`src/rtl/sba_pkg.sv`:
```
package sba_pkg;
  localparam int N_AGENTS = 2;
  localparam int ID_W     = $clog2(N_AGENTS);
  typedef logic [ID_W-1:0] agent_id_t;
endpackage

```
`src/rtl/sba_rst_sync.sv`:
```
module sba_rst_sync #(
  parameter int STAGES = 2
) (
  input  logic clk,
  input  logic rst_n,
  output logic rst_int_n
);
  logic [STAGES-1:0] sync_q;

  always_ff @(posedge clk or negedge rst_n) begin
    if (!rst_n) sync_q <= '0;
    else        sync_q <= {sync_q[STAGES-2:0], 1'b1};
  end

  assign rst_int_n = sync_q[STAGES-1];
endmodule

```
`src/rtl/sba_id_cfg.sv`:
```
module sba_id_cfg
  import sba_pkg::*;
(
  input  logic                clk,
  input  logic                rst_int_n,
  input  logic [N_AGENTS-1:0] br_in_n,
  output logic                cfg_done,
  output agent_id_t           agent_id,
  output logic                cfg_err
);
  logic      load_en;
  agent_id_t id_d;
  logic      err_d;

  // one-shot load on the first edge after internal reset release
  assign load_en = ~cfg_done;

  always_comb begin
    err_d = (br_in_n[0] == br_in_n[1]);
    id_d  = agent_id_t'(~br_in_n[1] & br_in_n[0]);
  end

  always_ff @(posedge clk or negedge rst_int_n) begin
    if (!rst_int_n) begin
      cfg_done <= 1'b0;
      agent_id <= '0;
      cfg_err  <= 1'b0;
    end else if (load_en) begin
      cfg_done <= 1'b1;
      agent_id <= id_d;
      cfg_err  <= err_d;
    end
  end
endmodule

```
`src/rtl/sba_rr_owner.sv`:
```
module sba_rr_owner
  import sba_pkg::*;
#(
  parameter agent_id_t INIT_OWNER = agent_id_t'(N_AGENTS - 1)
) (
  input  logic                clk,
  input  logic                rst_int_n,
  input  logic                en,
  input  logic [N_AGENTS-1:0] line_req,
  output agent_id_t           owner
);
  agent_id_t owner_d;
  agent_id_t other;

  always_comb begin
    other   = ~owner;
    owner_d = owner;
    if (en && !line_req[owner] && line_req[other]) owner_d = other;
  end

  always_ff @(posedge clk or negedge rst_int_n) begin
    if (!rst_int_n) owner <= INIT_OWNER;
    else            owner <= owner_d;
  end
endmodule

```
`src/rtl/sym_breq_agent.sv`:
```
module sym_breq_agent
  import sba_pkg::*;
#(
  parameter int RST_STAGES = 2
) (
  input  logic       clk,
  input  logic       rst_n,
  input  logic [1:0] br_in_n,
  input  logic       bpri_n,
  input  logic       req_i,
  input  logic       lock_i,
  output logic       br0_drive_n,
  output logic       grant,
  output logic       agent_id,
  output logic       cfg_done,
  output logic       cfg_err,
  output logic       owner_id
);
  logic                rst_int_n;
  agent_id_t           id_q;
  agent_id_t           owner_q;
  logic [N_AGENTS-1:0] line_req;
  logic                lock_act, lock_act_d;
  logic                prio_ok;

  sba_rst_sync #(.STAGES(RST_STAGES)) u_rst (
    .clk(clk), .rst_n(rst_n), .rst_int_n(rst_int_n)
  );

  sba_id_cfg u_cfg (
    .clk(clk), .rst_int_n(rst_int_n), .br_in_n(br_in_n),
    .cfg_done(cfg_done), .agent_id(id_q), .cfg_err(cfg_err)
  );

  // rotated wiring: shared line k arrives on pin k ^ id
  for (genvar k = 0; k < N_AGENTS; k++) begin : g_line
    assign line_req[k] = ~br_in_n[agent_id_t'(k) ^ id_q];
  end

  sba_rr_owner u_own (
    .clk(clk), .rst_int_n(rst_int_n), .en(cfg_done),
    .line_req(line_req), .owner(owner_q)
  );

  assign prio_ok = bpri_n | (lock_i & lock_act);

  always_comb begin
    grant      = cfg_done & (owner_q == id_q) & line_req[id_q] & req_i & prio_ok;
    lock_act_d = lock_i & (lock_act | grant);
  end

  always_ff @(posedge clk or negedge rst_int_n) begin
    if (!rst_int_n) lock_act <= 1'b0;
    else            lock_act <= lock_act_d;
  end

  assign br0_drive_n = ~(cfg_done & req_i);
  assign agent_id    = id_q;
  assign owner_id    = owner_q;
endmodule

```
`config.mk`:
```
export PLATFORM = sky130hd
export DESIGN_NAME = sym_breq_agent
export DESIGN_NICKNAME = d
export VERILOG_FILES = /design/src/rtl/sba_pkg.sv /design/src/rtl/sba_rst_sync.sv /design/src/rtl/sba_id_cfg.sv /design/src/rtl/sba_rr_owner.sv /design/src/rtl/sym_breq_agent.sv
export SDC_FILE = /design/constraint.sdc
export NUM_CORES = 1
export LEC_CHECK = 0
export ABC_AREA = 1
export BUFFER_PORTS_ARGS = -buffer_cell sky130_fd_sc_hd__buf_2
export CORE_AREA = 8 8 45 47
export DETAILED_ROUTE_END_ITERATION = 16
export DIE_AREA = 0 0 53 55
export MAX_ROUTING_LAYER = met4
export SYNTH_ARGS = -nofsm -noshare
export SYNTH_HDL_FRONTEND = slang
export SYNTH_HIERARCHICAL = 1
export SYNTH_SLANG_ARGS = --single-unit
```
`constraint.sdc`:
```
create_clock -name clk -period 1.13 [get_ports clk]
set_clock_uncertainty 0.05 [all_clocks]
set_input_delay 0.226 -clock clk [delete_from_list [all_inputs] [get_ports clk]]
set_output_delay 0.226 -clock clk [all_outputs]
set_load 0.01 [all_outputs]
```
==> impl_results.md, run 1 <==
* Failing checks: setup timing
* DRC Markers at 0
* Worst vdd ir at roughly 700 uV
* Synthesized area at 340.3 um^2
* Total power at 0.0007364 W
* GPL Wtd Cong at 0.7204
* Sw Share at 0.2641
* PortBufs at 12
* Seq cells post-synth at 7
* CP peak stage delay at 0.55 ns
* Via count at 331
* Synth warn at 6
* Critical R2R Launch: u_own/owner$_DFFE_PN1P_
* Synthesized Nets at 53
* CP Capture Type: primary output
* Max cap viols at 0
* Area contributors post-synth: dfrtp_1 44%, nand2_1 21%, inv_1 8.8%, dfstp_2 7.7%, ha_1 3.7%
* IO Pins at 13
* Cell family with most CP delay: flip-flops
* Routed WL at roughly 720 um
* Synth top cells by count: 19 x nand2_1, 8 x inv_1, 6 x dfrtp_1
* Sequential share of power at 0.407
* Commonest register cell after synthesis: dfrtp_1
* Vias per cell at 3.849
* Finish-stage setup viols at 4
* Clk slew on worst S/H paths at around 0.050 ns
* Remaining antenna violation count at 0
* Share of layout cells above drive strength 1 at 0.4714
* Skew-Pair Late Insertion Delay at roughly 0.24 ns
* H-tree depth at 1
* Total CTS buffers at 3
* Filler Cell Count at 140
* Most frequent cell after synthesis: nand2_1
* Final hold violation count at 0
* Switching Power at 0.0001945 W
* Hold Crit Class: reg2async
* R2R Path End: u_own/owner$_DFFE_PN1P_
* Static Leak at about 0.33 nW
* Synth area leader: dfrtp_1
* Status: finished, violations left
* Pwr/cell area at 1277 nW/um^2
* Initial Utilization at 0.2459
* Clock power share at 0.296
* GRT Resource Usage Total at 0.06523
* Antenna violations before repair at 0
* Critical path peak fanout at 3
* Mean Syn Cell Area at 7.563 um^2
* Routed len/inst at 8.395 um
* Worst hold slack at around 0.019 ns
* Drt pass-1 iters at 4
* Slew Viols, Final at 0
* Seq. cell area at between 150 and 200 um^2
* Tcrit/Tclk final at 1.286
* Register area share after synthesis at 0.5184
* CTS Sinks at 7
* Site Rows at 14
* DIE AREA at between 2000 and 3000 um^2
* Setup Crit Path Kind: reg2out
* Final WS setup at -0.3229 ns
* First-pass GRT wire length at approximately 1300 um
* Int Pwr at about 0.00054 W
* Die H at around 55 um
* CTS tree: yes
* Fin cells at 86
* Detailed placer's ending HPWL at 590.6 um
* Dpl ws at -0.09380 ns
* Fin crit period at 1.453 ns
* Clock Tree Buf Depth at 2
* Total gr overflow at 0
* Worst EP arrival at 1.18 ns
* Antenna diodes at 0
* Most used cell along the critical path: nand2_2
* Clk root buf: clkbuf_4
* FMAX at 688.3 MHz
* R2R cell count at 7
* Syn-to-layout area delta at 69.49%
* Post-synth top area share at 0.4412
* CP bufs+invs at 1
* Worst path slowest cell: dfstp_2
* Worst EP required at between 0.8 and 0.9 ns
* Crit path cell chain: nand2_2, nand2_2, and3_4, buf_6
* Flop2flop setup slack at around 0.010 ns
* Nets at 79
* Comb pwr share at 0.298
* Placed cell areas at 464.2 um^2
* RSZ-0062 raised after global routing: yes
* Post-route cell area at 576.8 um^2
* Core Region at 1384 um^2
* FFs w/ async S/R, synth at 1.000
* Startpoint types: flop
* Number of synthesized flops with an enable pin at 0
* Netlist cell types at 13
* Placed cell count at 78
* Largest net degree at the start of global routing at 7
* Gate Count Post-Synth at 45
* Multi-input gate area in the final layout at about 140 um^2
* Number of global-route vias before repair at 358
* DIE WIDTH at about 53 um
* Initial DRC count at 4
kinds of logic (layout without fill, tap and decap cells):
| group | Yosys count | after routing | synth area share |
|---|---|---|---|
| simple gates | 24 | 24 | 0.2942 |
| buf+inv | 9 | 34 | 0.09926 |
| flops | 7 | 7 | 0.5184 |
| other cells | 2 | 2 | 0.02207 |
| compound gates | 2 | 2 | 0.02941 |
| fa+ha+maj | 1 | 1 | 0.03676 |
layer usage:
metal	global-route usage	up-vias	routed length, um
met5	-	-	0
met4	0.06466	0	0
met3	0.02139	0	38
met2	0.1074	5	383
met1	0.05736	146	300
li1	-	180	-
layout by cell type (no fill, tap or decap), drive strengths merged, types with 2 or more instances in the layout:
cell type  instances
o21ai              2
clkbuf             4
inv                9
dfrtp              6
conb               2
nand2             20
nor2               2
buf               20
metrics by stage:
| stage | TNS, ns | utilization |
|---|---|---|
| 3_5_place_dp | -0.09380 | 0.3354 |
| 3_3_place_gp | -0.07960 | 0.3354 |
| 5_1_grt | -0.8978 | 0.4168 |
| 6_report | -0.6955 | 0.4168 |
| 2_1_floorplan | -0.01775 | - |
| 4_1_cts | -0.8242 | 0.3996 |
how the worst max path moves through the flow:
stage                  to  slack, ns                    start  cells past startpoint
CTS                 grant      -0.33  u_own/owner$_DFFE_PN1P_                      4
global route        grant      -0.38  u_own/owner$_DFFE_PN1P_                      5
finish              grant      -0.32  u_own/owner$_DFFE_PN1P_                      4
floorplan           grant      -0.02  u_own/owner$_DFFE_PN1P_                      4
detailed placement  grant      -0.09  u_own/owner$_DFFE_PN1P_                      5
global placement    grant      -0.08  u_own/owner$_DFFE_PN1P_                      5
cell type report:
cell class	instances	share of cell area
Timing Repair Buffer	21	0.3059
Tap cell	16	0.03471
Inverter	9	0.05857
Clock buffer	4	0.04555
Multi-Input combinational cell	29	0.2473
Sequential cell	7	0.3080
power by group through the flow:
stage | sequential [W] | combinational [W] | clock, W
after floorplan | 0.000314 | 0.0000617 | 0
after global placement | 0.000299 | 0.000147 | 0
after detailed placement | 0.000300 | 0.000150 | 0
after CTS | 0.000300 | 0.000197 | 0.000228
after global routing | 0.000302 | 0.000245 | 0.000244
final | 0.000299 | 0.000219 | 0.000218
state kept, by name, indices dropped and copies added (netlist names):
register / flops
lock_act: 1
u_cfg/cfg_done: 1
u_cfg/cfg_err: 1
u_cfg/agent_id: 1
u_own/owner: 1
u_rst/sync_q: 2
timing repair:
item / in CTS / in global routing
endpoints found under the hold margin: 2 / 0
hold buffers: 1 / 0
setup endpoints to repair: 5 / 6
pin swaps: 2 / 1
buffers inserted: 2 / 2
gates cloned: 0 / 0
gates resized for setup: 10 / 4
(Power assumes the default switching activity.)
==> run 2, diff against run 1 <==
Settings changed: PLACE_DENSITY_LB_ADDON from default to 0.2.
==> impl_results.md, run 2 (synthesis gave the netlist of run 1 again) <==
* Status: finished, violations left (unchanged)
* Failing checks: setup timing (unchanged)
* Clk slew on worst S/H paths at 0.05 ns (about the same)
* Pwr/cell area at 1308 nW/um^2 (was 1277 nW/um^2)
* Worst path slowest cell: dfstp_2 (unchanged)
* Initial DRC count at 4 (unchanged)
* Via count at 357 (was 331)
* Number of global-route vias before repair at 356 (was 358)
* Vias per cell at 3.839 (was 3.849)
* CP peak stage delay at 0.56 ns (was 0.55 ns)
* Initial Utilization at 0.2459 (unchanged)
* GPL Wtd Cong at 0.6822 (was 0.7204)
* Final Util at 0.4548 (was 0.4168)
* Antenna violations before repair at 0 (unchanged)
* PortBufs at 12 (unchanged)
* Tcrit/Tclk final at 1.314 (was 1.286)
* Crit path cell chain: nand2_2, nand2_2, and3_4, buf_6 (unchanged)
* Worst EP arrival at 1.21 ns (was 1.18 ns)
* FMAX at 673.3 MHz (was 688.3 MHz)
* Most used cell along the critical path: nand2_2 (unchanged)
* DIE AREA at 2915 um^2 (unchanged)
* Clk root buf: clkbuf_4 (unchanged)
* Startpoint types: flop (unchanged)
* Max cap viols at 0 (unchanged)
* Drt pass-1 iters at 3 (was 4)
* Slew Viols, Final at 0 (unchanged)
* IO Pins at 13 (unchanged)
* Clock Tree Buf Depth at 2 (unchanged)
* Routed len/inst at 9.462 um (was 8.395 um)
* Post-route cell area at 629.4 um^2 (was 576.8 um^2)
* Seq. cell area at 177.7 um^2 (unchanged)
* Static Leak at 0.3652 nW (was 0.3308 nW)
* H-tree depth at 1 (unchanged)
* Final WS setup at -0.3552 ns (was -0.3229 ns)
* Core Region at 1384 um^2 (unchanged)
* Register ranked first by flip-flop count: u_rst/sync_q (unchanged)
* Filler Cell Count at 137 (was 140)
* Final hold violation count at 0 (unchanged)
* Total CTS buffers at 3 (unchanged)
* Worst vdd ir at 633.2 uV (was 698.8 uV)
* Most common cell after layout, fill and taps aside: nand2_1 (unchanged)
* Remaining antenna violation count at 0 (unchanged)
* Skew-Pair Late Insertion Delay at 0.24 ns (about the same)
* Setup Crit Path Kind: reg2out (unchanged)
* First-pass GRT wire length at 1407 um (was 1317 um)
* DRC Markers at 0 (unchanged)
* Worst EP required at 0.85 ns (about the same)
* CTS tree: yes (unchanged)
* Share of layout cells above drive strength 1 at 0.5195 (was 0.4714)
* DIE WIDTH at 53 um (unchanged)
* Critical path peak fanout at 4 (was 3)
* Die H at 55 um (unchanged)
* Dpl ws at -0.1058 ns (was -0.09380 ns)
* Critical R2R Launch: u_own/owner$_DFFE_PN1P_ (unchanged)
* Placed cell areas at 471.7 um^2 (was 464.2 um^2)
* Routed WL at 880 um (was 722 um)
* Commonest non-fill, non-tap cells in the layout: 16 x nand2_1, 11 x buf_4, 9 x buf_6, 7 x inv_1, 7 x buf_2 (was 16 x nand2_1, 9 x buf_6, 7 x inv_1, 7 x buf_2, 5 x dfrtp_1)
* Site Rows at 14 (unchanged)
* CP Capture Type: primary output (unchanged)
* GRT Resource Usage Total at 0.07252 (was 0.06523)
* Largest net degree at the start of global routing at 7 (unchanged)
* Hold Crit Class: reg2async (unchanged)
* Fin crit period at 1.485 ns (was 1.453 ns)
* Finish-stage setup viols at 5 (was 4)
* Max reg flops at 2 (unchanged)
* Detailed placer's ending HPWL at 582.3 um (was 590.6 um)
* CTS Sinks at 7 (unchanged)
* Multi-input gate area in the final layout at 142.6 um^2 (unchanged)
* Total gr overflow at 0 (unchanged)
* Nets at 86 (was 79)
* RSZ-0062 raised after global routing: yes (unchanged)
* CP Launch Point: u_own/owner$_DFFE_PN1P_ (unchanged)
* Syn-to-layout area delta at 84.93% (was 69.49%)
* Antenna diodes at 0 (unchanged)
==> run 2: critical path: cells and delay by family, from the launching register on <==
kind	cells	cell delay, ns
buffers and inverters	1	0.10
flip-flops	1	0.56
AND/OR/NAND/NOR	3	0.31
==> run 2: area by class of cell <==
| type | count | area share |
|---|---|---|
| Tap cell | 16 | 0.03181 |
| Clock buffer | 4 | 0.04175 |
| Sequential cell | 7 | 0.2823 |
| Inverter | 9 | 0.05368 |
| Timing Repair Buffer | 28 | 0.3638 |
| Multi-Input combinational cell | 29 | 0.2266 |
==> run 2: final timing paths <==
kind                                                   end  slack (ns)  depth (start not counted)
worst max-delay path                                 grant       -0.36                          4
worst min-delay path            u_cfg/agent_id$_DFFE_PN0N_        0.02                          0
worst max register to register          lock_act$_DFF_PN0_       -0.33                          9
worst min register to register  u_cfg/agent_id$_DFFE_PN0N_        0.02                          0
max in group asynchronous        u_rst/sync_q[1]$_DFF_PN0_        0.69                          2
min in group clk                        lock_act$_DFF_PN0_        0.17                          3
==> run 2: repair_timing <==
action                                  CTS  global route
pin swaps                                 3             1
resized for setup                        13             2
endpoints found under the setup margin    5             7
hold endpoints to repair                  2             0
buffers inserted                          8             3
hold buffers                              1             0
==> run 2: where the power goes <==
group	internal [W]	total (W)	switching [W]
Clock	0.000134	0.000215	0.0000807
Combinational	0.000190	0.000305	0.000115
Sequential	0.000280	0.000303	0.0000228
Total	0.000605	0.000823	0.000218
==> run 2: metal layers <==
layer,vias up,GRT usage,wire (um)
li1,191,-,-
met1,160,0.05410,318
met2,6,0.1406,507
met3,0,0.01604,54
met4,0,0.06466,0
met5,-,-,0
==> run 2: through the flow <==
step	std cells	hold slack, ns	power, W	setup TNS, ns
2_1_floorplan	45	-0.1196	0.0003753	-0.01775
3_3_place_gp	79	-0.03730	0.0004489	-0.09264
5_1_grt	93	0.04903	0.0008857	-1.320
3_5_place_dp	79	-0.03586	0.0004494	-0.1058
4_1_cts	91	0.03240	0.0007970	-1.092
6_report	93	0.02191	0.0008232	-1.095
==> run 3, diff against run 2 <==
Settings changed: CORE_AREA 8 8 45 47 to 2 2 39 41, DIE_AREA 0 0 53 55 to 0 0 41 43.
Clock period 1.13 ns to 1.8 ns, I/O delays scaled along.
==> impl_results.md, run 3 (synthesis gave the netlist of run 1 again) <==
* Dpl ws at 0.4342 ns (was -0.1058 ns)
* Pwr/cell area at 862.6 nW/um^2 (was 1308 nW/um^2)
* Antenna diodes at 0 (unchanged)
* Crit path cell chain: inv_1, nand2_2, nand2_1, and3_1, buf_2 (was nand2_2, nand2_2, and3_4, buf_6)
* Remaining antenna violation count at 0 (unchanged)
* Clk slew on worst S/H paths at 0.05 ns (about the same)
* Startpoint types: flop (unchanged)
* Routed len/inst at 7.346 um (was 9.462 um)
* Hold-fix buffers, CTS at 1 (unchanged)
* Setup repair bufs after CTS at 0 (was 8)
* Final setup TNS at 0 ns (was -1.095 ns)
* Fin crit period at 1.619 ns
* IO Pins at 13 (unchanged)
* Nets at 71 (was 86)
* Core Region at 1384 um^2 (unchanged)
* Commonest non-fill, non-tap cells in the layout: 19 x nand2_1, 12 x buf_2, 8 x inv_1, 6 x dfrtp_1, 3 x clkbuf_4 (was 16 x nand2_1, 11 x buf_4, 9 x buf_6, 7 x inv_1, 7 x buf_2)
* Clk root buf: clkbuf_4 (unchanged)
* CTS Sinks at 7 (unchanged)
* Initial Utilization at 0.2459 (unchanged)
* Via count at 285 (was 357)
* Final hold violation count at 0 (unchanged)
* RSZ-0062 raised after global routing: no (was yes)
* Largest net degree at the start of global routing at 8 (was 7)
* FMAX at 617.7 MHz
* DIE AREA at 1763 um^2 (was 2915 um^2)
* Routed WL at 573 um (was 880 um)
* Critical path peak fanout at 5 (was 4)
* Worst EP arrival at 1.21 ns (about the same)
* Site Rows at 14 (unchanged)
* Total CTS buffers at 3 (unchanged)
* Register ranked first by flip-flop count: u_rst/sync_q (unchanged)
* Worst EP required at 1.39 ns (was 0.85 ns)
* GRT Resource Usage Total at 0.07284 (was 0.07252)
* Worst path slowest cell: dfstp_2 (unchanged)
* Die H at 43 um (was 55 um)
* Max reg flops at 2 (unchanged)
* CP peak stage delay at 0.55 ns (was 0.56 ns)
* CTS tree: yes (unchanged)
* Final WS setup at 0.1810 ns (was -0.3552 ns)
* Vias per cell at 3.654 (was 3.839)
* Drt pass-1 iters at 1 (was 3)
* Antenna violations before repair at 0 (unchanged)
* PortBufs at 12 (unchanged)
* Tcrit/Tclk final at 0.8994
* Finish-stage setup viols at 0 (was 5)
* Slew Viols, Final at 0 (unchanged)
* Number of global-route vias before repair at 247 (was 356)
* Hold Crit Class: reg2async (unchanged)
* Clock Tree Buf Depth at 2 (unchanged)
* DIE WIDTH at 41 um (was 53 um)
* Syn-to-layout area delta at 34.19% (was 84.93%)
* Initial DRC count at 0 (was 4)
* Post-CTS Resized at 0 (was 13)
* CP bufs+invs at 2 (was 1)
* H-tree depth at 1 (unchanged)
* First-pass GRT wire length at 814 um (was 1407 um)
* GPL Wtd Cong at 0.5822 (was 0.6822)
* Skew-Pair Late Insertion Delay at 0.24 ns (about the same)
* Cell family with most CP delay: flip-flops (unchanged)
* CP Capture Type: primary output (unchanged)
* Filler Cell Count at 161 (was 137)
* Share of layout cells above drive strength 1 at 0.3065 (was 0.5195)
* Static Leak at 0.2816 nW (was 0.3652 nW)
* Total power at 0.0003939 W (was 0.0008232 W)
* DRC Markers at 0 (unchanged)
* Detailed placer's ending HPWL at 495.4 um (was 582.3 um)
* Status: complete, no violations (was finished, violations left)
* Total gr overflow at 0 (unchanged)
* Most common cell after layout, fill and taps aside: nand2_1 (unchanged)
* Max cap viols at 0 (unchanged)
* Worst vdd ir at 330.2 uV (was 633.2 uV)
* Setup Crit Path Kind: reg2out (unchanged)
-- run 3: cell types whose count changed in the layout (fill, tap and decap cells not counted), sizes merged --
cell,delta
buf,-15
-- run 3: cell type report --
| cell class | count | area, um^2 | share of cell area |
|---|---|---|---|
| multi-input combinational | 29 | 130.1 | 0.2849 |
| tap | 16 | 20.02 | 0.04384 |
| timing repair buffer | 13 | 70.07 | 0.1534 |
| inverter | 9 | 33.78 | 0.07397 |
| sequential | 7 | 176.4 | 0.3863 |
| clock buffer | 4 | 26.28 | 0.05753 |
-- run 3: worst register-to-register path, stage by stage, from the launching register on --
cell	delay, ns
dfstp_2	0.55
inv_1	0.05
nand2_2	0.05
nand2_1	0.05
nand4_1	0.07
nand2_1	0.06
-- run 3: power by group --
part           leakage [nW]  internal, W  switching [W]
clock                0.0150    0.0000841      0.0000503
combinational         0.182    0.0000311      0.0000386
sequential           0.0845     0.000176      0.0000139
total                 0.282     0.000291       0.000103
-- run 3: metal layers --
| layer | share of wire | track usage | vias up |
|---|---|---|---|
| met5 | 0 | - | - |
| met2 | 0.50 | 0.1094 | 7 |
| met1 | 0.44 | 0.07667 | 115 |
| met3 | 0.066 | 0.01571 | 0 |
| met4 | 0 | 0.06000 | 0 |
| li1 | - | - | 163 |
-- run 3: path summary, 6_finish.rpt --
| path | slack, ns | from | cells past startpoint | end |
|---|---|---|---|---|
| max in group asynchronous | 1.23 | rst_n | 2 | u_rst/sync_q[1]$_DFF_PN0_ |
| setup reg to reg | 0.81 | u_own/owner$_DFFE_PN1P_ | 5 | lock_act$_DFF_PN0_ |
| min in group clk | 0.30 | u_rst/sync_q[0]$_DFF_PN0_ | 0 | u_rst/sync_q[1]$_DFF_PN0_ |
| hold / removal | 0.02 | u_rst/sync_q[1]$_DFF_PN0_ | 0 | lock_act$_DFF_PN0_ |
| hold reg to reg | 0.02 | u_rst/sync_q[1]$_DFF_PN0_ | 0 | lock_act$_DFF_PN0_ |
| setup / recovery | 0.18 | u_own/owner$_DFFE_PN1P_ | 5 | grant |
-- run 3: per-stage QoR --
step                instance area (um^2)  std cells  hold slack (ns)  utilization
global route                       456.7         78          0.04087       0.3300
global placement                   420.4         73          0.02475       0.3038
CTS                                456.7         78          0.03211       0.3300
floorplan                          340.3         45         0.003253            -
finish                             456.7         78          0.02156       0.3300
detailed placement                 420.4         73          0.02715       0.3038
